[config.mk]
export PLATFORM = sky130hd
export DESIGN_NAME = irq_ack_unit
export DESIGN_NICKNAME = d
export VERILOG_FILES = /design/src/rtl/irq_ack_pkg.sv /design/src/rtl/irq_level_reg.sv /design/src/rtl/irq_seq_fsm.sv /design/src/rtl/irq_id_hold.sv /design/src/rtl/irq_ack_unit.sv
export SDC_FILE = /design/constraint.sdc
export NUM_CORES = 1
export LEC_CHECK = 0
export ABC_AREA = 1
export BUFFER_PORTS_ARGS = -buffer_cell sky130_fd_sc_hd__buf_4
export CAP_MARGIN = 15
export CELL_PAD_IN_SITES_DETAIL_PLACEMENT = 1
export CELL_PAD_IN_SITES_GLOBAL_PLACEMENT = 2
export CORE_MARGIN = 4
export CORE_UTILIZATION = 27
export CTS_BUF_LIST = sky130_fd_sc_hd__clkbuf_8
export DETAILED_ROUTE_END_ITERATION = 16
export PLACE_DENSITY = 0.8
export SYNTH_ARGS = -nofsm -noshare
export SYNTH_HDL_FRONTEND = slang
export SYNTH_SLANG_ARGS = --single-unit
[constraint.sdc]
create_clock -name clk -period 1 [get_ports clk]
set_input_delay 0.2 -clock clk [delete_from_list [all_inputs] [get_ports clk]]
set_output_delay 0.2 -clock clk [all_outputs]
set_load 0.01 [all_outputs]
[src/rtl/irq_ack_pkg.sv]
package irq_ack_pkg;

    localparam int IRQ_ID_W = 5;

    typedef logic [IRQ_ID_W-1:0] irq_id_t;

    typedef enum logic [1:0] {
        ST_IDLE = 2'd0,
        ST_BUSY = 2'd1,
        ST_ACK  = 2'd2
    } seq_state_e;

    typedef struct packed {
        logic    valid;
        irq_id_t id;
    } irq_evt_t;

    // Start is allowed from idle when enabled and the level has been
    // high at the previous edge as well as now.
    function automatic logic start_ok(seq_state_e st, logic en,
                                      logic lvl_q, logic lvl);
        return (st == ST_IDLE) && en && lvl_q && lvl;
    endfunction

endpackage

[src/rtl/irq_level_reg.sv]
module irq_level_reg (
    input  logic clk,
    input  logic rst,
    input  logic lvl_in,
    output logic lvl_q
);
    always_ff @(posedge clk) begin
        if (rst) lvl_q <= 1'b0;
        else     lvl_q <= lvl_in;
    end
endmodule

[src/rtl/irq_seq_fsm.sv]
module irq_seq_fsm
    import irq_ack_pkg::*;
(
    input  logic clk,
    input  logic rst,
    input  logic en,
    input  logic lvl_q,
    input  logic lvl,
    input  logic done,
    output logic start,
    output logic finish
);
    seq_state_e state_q, state_d;

    always_comb begin
        start   = start_ok(state_q, en, lvl_q, lvl);
        finish  = (state_q == ST_BUSY) && done;
        state_d = state_q;
        unique case (state_q)
            ST_IDLE: if (start)  state_d = ST_BUSY;
            ST_BUSY: if (finish) state_d = ST_ACK;
            ST_ACK:              state_d = ST_IDLE;
            default:             state_d = ST_IDLE;
        endcase
    end

    always_ff @(posedge clk) begin
        if (rst) state_q <= ST_IDLE;
        else     state_q <= state_d;
    end
endmodule

[src/rtl/irq_id_hold.sv]
module irq_id_hold
    import irq_ack_pkg::*;
(
    input  logic     clk,
    input  logic     rst,
    input  logic     start,
    input  logic     finish,
    input  irq_id_t  id_in,
    output irq_evt_t take_evt,
    output irq_evt_t ack_evt
);
    always_ff @(posedge clk) begin
        if (rst) begin
            take_evt <= '0;
            ack_evt  <= '0;
        end else begin
            take_evt.valid <= start;
            if (start) take_evt.id <= id_in;
            ack_evt.valid  <= finish;
            if (finish) ack_evt.id <= take_evt.id;
        end
    end
endmodule

[src/rtl/irq_ack_unit.sv]
module irq_ack_unit
    import irq_ack_pkg::*;
(
    input  logic                clk,
    input  logic                rst,
    input  logic                irq_en,
    input  logic                irq_req,
    input  logic [IRQ_ID_W-1:0] irq_id_in,
    input  logic                done_i,
    output logic                take_o,
    output logic [IRQ_ID_W-1:0] take_vec_o,
    output logic                ack_o,
    output logic [IRQ_ID_W-1:0] ack_id_o
);
    logic     lvl_q;
    logic     start;
    logic     finish;
    irq_evt_t take_evt;
    irq_evt_t ack_evt;

    irq_level_reg u_lvl (
        .clk    (clk),
        .rst    (rst),
        .lvl_in (irq_req),
        .lvl_q  (lvl_q)
    );

    irq_seq_fsm u_fsm (
        .clk    (clk),
        .rst    (rst),
        .en     (irq_en),
        .lvl_q  (lvl_q),
        .lvl    (irq_req),
        .done   (done_i),
        .start  (start),
        .finish (finish)
    );

    irq_id_hold u_hold (
        .clk      (clk),
        .rst      (rst),
        .start    (start),
        .finish   (finish),
        .id_in    (irq_id_in),
        .take_evt (take_evt),
        .ack_evt  (ack_evt)
    );

    assign take_o     = take_evt.valid;
    assign take_vec_o = take_evt.id;
    assign ack_o      = ack_evt.valid;
    assign ack_id_o   = ack_evt.id;
endmodule

# Yosys cells after proc, flatten, opt, wreduce, memory -nomap -nowiden
# Cells that the tools add are included.
# op_classes
order_cmp	0
n_bitwise	0
n_reduce_logical	6
n_mul	0
mux	3
shifts	0
eq_ne	3
div_mod_pow	0
add_sub_neg	0
# ops
cell	n
$logic_and 1x1->1	4
$mux 2	2
$ne 2x1->1 const B	2
$pmux 2 s2	1
$eq 2x1->1 const B	1
$logic_not 2->1	1
$reduce_and 2->1	1
# word_totals
ff_bits	15
output_inout_bits	12
latch_bits	0
romBits	0
ram_bits	0
elab_cells	18
memories	0

# Logic depth before layout (Yosys ltp)
# logic_depth
word_depth	6
depth_mapped	6
mapped_depth_nobuf	5

# Modules after synthesis
# Synthesis repeated with hierarchy kept, for this count alone.
# unflattened
cells_unflattened	86
hier_area_um2	614.3
# modules_own_cells
mod	n_inst	area_per_inst_um2	cells_each
irq_id_hold	1	494.2	69
irq_seq_fsm	1	90.1	14
irq_level_reg	1	30.0	3

# Worst setup path after synthesis
# Ideal clock, no wire load.
# synth_path
kind	reg2reg
from	reg u_fsm.state_q[0]
to	reg u_hold.take_evt[0] (netlist name)
required_ns	0.887
setup_slack_ns	0.125
path_stages_with_launch	6
t_arrival_ns	0.762
n_path_buf	1
cell_sequence	dfxtp_1 buf_6 nor2_2 nand3_1 nand2_1 nor2_1
# synth_via
elab_chain_cells	4
# synth_rtl
element	line_no	text
from (decl)	irq_seq_fsm.sv:13	seq_state_e state_q, state_d;
from (signal assigned)	irq_seq_fsm.sv:29	else state_q <= state_d;
$logic_not 2->1	irq_ack_pkg.sv:22	return (st == ST_IDLE) && en && lvl_q && lvl;
$logic_and 1x1->1 (3 in series)	irq_ack_pkg.sv:22	
# No other way between the ends.
# A chain may end at the register's enable or synchronous reset.

# Worst setup path after layout
# layout_path
from	reg u_hold.take_evt[1] (netlist name)
to	out take_vec_o[1]
# layout_rtl
element	line_no	text
to (decl)	irq_ack_unit.sv:11	output logic [IRQ_ID_W-1:0] take_vec_o,
# No word-level cell between the ends.

==> summary.md <==
| Metric | Value |
|---|---|
| Area Growth Syn to Fin | `41.1%` |
| Final Non-Filler Cells | `around 130` |
| Critical path arrival | `0.75 ns` |
| Max Buffers Root-to-Sink | `2` |
| Vias | `about 560` |
| Die ar. | `between 3000 and 4000 µm²` |
| Synth Warn # | `0` |
| Leak pwr | `0.382 nW` |
| Ranking of synthesized cells by area | `dfxtp_1 49%, nor2_1 9.9%, nand2_1 6.8%, nand4_1 5.1%, nand3_1 4.9%` |
| Worst slew pin tran | `0.191 ns` |
| Tot Pwr | `0.00120 W` |
| Worst path required time | `approximately 0.80 ns` |
| Post-synth ARST share | `0` |
| Worst skew pair latency | `roughly 0.24 ns` |
| Vias in the first global route | `614` |
| CP peak stage delay | `0.37 ns` |
| Fillers | `271` |
| Core area | `2040 µm²` |
| Via/cell ratio | `4.48` |
| Clock Sinks | `15` |
| Synth cell count leaders | `16 x nor2_1, 15 x dfxtp_1, 11 x nand2_1` |
| First-pass detailed-route iteration total | `1` |
| Num ports | `22` |
| Post-DP HPWL | `1.17 mm` |
| Critical path class | `flop to primary output` |
| Global-route wire length before repair | `2.62 mm` |
| IO Port Bufs | `21` |
| GRT Total Usage | `0.106` |
| Critical Path, Cell by Cell | `buf_4` |
| Starting Density | `0.298` |
| Synth Instances | `75` |
| Number of setup buffers added after CTS | `0` |
| Max-slew headroom | `0.872` |
| Setup violators final | `0` |
| Max Cap Viol | `0` |
| Slew Limit Fails | `0` |
| Starting DRT DRC Count | `0` |
| FF+latch area | `just over 300 µm²` |
| Hold-fix buffers at CTS | `0` |
| Netlist Area Pre-Place | `609 µm²` |
| Initial antenna violation count | `0` |
| Post-synth EDFFs | `0` |
| Num CTS Buffers | `3` |
| CTS tree | `done` |
| Fmax | `1.05 GHz` |
| Crit start category | `flop` |
| Most common cell in the synthesized netlist | `nor2_1` |
| Syn_nets | `85` |
| H-tree depth | `1` |
| DR WL/cell | `11.5 µm` |
| CP top delay family | `flip-flops` |
| Status | `finished, final reports clean` |
| Share of layout cells above drive strength 1 | `0.364` |
| Final Routed Wirelength | `around 1.4 mm` |
| DRC | `0` |
| Buf+Inv Stages, Crit Path | `1` |
| Multi-input gate area | `270 µm²` |
| Clock-pin slew on the worst setup and hold paths | `approximately 0.060 ns` |
| Peak VDD IR | `0.638 mV` |
| Register bit total from synthesis | `15` |
| Final ANT Viol Nets | `0` |
| Largest net degree at the start of global routing | `12` |
| Die Ht | `55.5 µm` |
| GRT overflow | `0` |
| Avg Cell Area, Syn | `8.12 µm²` |
| CP max stage cell | `dfxtp_1` |
| RSZ-0062 raised after global routing | `no` |
| Crit share post-route | `0.951` |
| Num rows | `16` |
| Nets | `110` |
| Area leader, netlist | `dfxtp_1` |
| Diodes inserted | `0` |
| Final clock skew | `approximately 0.0020 ns` |
| Worst min-delay path class | `primary input to flop` |
| Final min period | `0.951 ns` |
| Chip Width | `approximately 56 µm` |
| Post-synth top area share | `0.493` |
| Crit-path max FO | `3` |
| CP endpoint kind | `primary output` |
| Register area share after synthesis | `0.493` |
| GP Congestion | `0.714` |
| Placed insts | `122` |
| Endpoints failing hold | `0` |
| Clk root buf | `clkbuf_8` |
| Primary FF master, synth | `dfxtp_1` |
| P per Cell Area | `~1400 nW/µm²` |
| Synth cell types | `16` |
kinds of logic (layout without fill, tap and decap cells):
kind of cell	Yosys count	in the layout	share of synthesized area
simple gates	44	44	0.374
compound gates	5	5	0.0411
flops	15	15	0.493
buf+inv	11	35	0.0924
cell type report:
class | instances | area share
timing repair buffer | 22 | 0.192
sequential | 15 | 0.352
clock buffer | 3 | 0.0480
clock inverter | 1 | 0.00582
tap | 27 | 0.0393
inverter | 9 | 0.0480
multi-input combinational | 49 | 0.314
state kept, by name, summed over array words and instances (netlist names):
name,cells
u_hold.take_evt,6
u_hold.ack_evt,6
u_fsm.state_q,2
u_lvl.lvl_q,1
path summary, 6_finish.rpt:
path	from	endpoint	slack, ns	cells after the start
worst max-delay path	u_hold.take_evt[1]	take_vec_o[1]	0.05	1
worst min-delay path	rst	u_fsm.state_q[1]	0.21	2
worst max register to register	u_fsm.state_q[0]	u_hold.take_evt[4]	0.08	5
worst min register to register	u_hold.ack_evt[3]	u_hold.ack_evt[3]	0.46	2
what timing repair did:
item                       in CTS  in global routing
gates resized for setup         2                  4
setup endpoints to repair       8                  5
cloned                          0                  0
metal layers:
| metal | up-vias | GRT usage | wire length, µm |
|---|---|---|---|
| met3 | 2 | 0.00699 | 28 |
| met4 | 0 | 0.0729 | 27 |
| met1 | 262 | 0.110 | 581 |
| met2 | 11 | 0.199 | 811 |
| li1 | 289 | - | - |
| met5 | - | 0 | 0 |
where the power goes:
group	switching, W	total (W)	internal [W]
Clock	0.000201	0.000476	0.000275
Combinational	0.0000555	0.000106	0.0000508
Sequential	0.0000114	0.000621	0.000610
metrics by stage:
step	TNS, ns	setup WS (ns)	utilization	area, µm²	hold slack [ns]
global route	0	0.0000777	0.421	860	0.220
finish	0	0.0491	0.421	860	0.213
global placement	0	0.0200	0.388	793	0.428
detailed placement	-0.0218	-0.0113	0.388	793	0.433
CTS	0	0.0333	0.413	843	0.189
floorplan	0	0.125	-	609	0.325
cells in the final DEF (no fill, tap or decap):
cell type  synthesis  layout
buf_4              0      22
nor2_1            16      15
clkinv_4           1       1
clkbuf_8           0       3
nor2_8             1       1
nand2_4            1       1
a21oi_1            5       5
nor2_4             0       2
nand4_1            5       5
dfxtp_2            0       2
nor3_1             2       2
nand3_4            1       1
clkinv_2           0       1
inv_1              7       7
nand3_1            6       5
dfxtp_1           15      13
nand2_1           11      11
nand3_2            0       1
inv_4              1       1
Note: power is estimated with default switching activity, not from simulation.
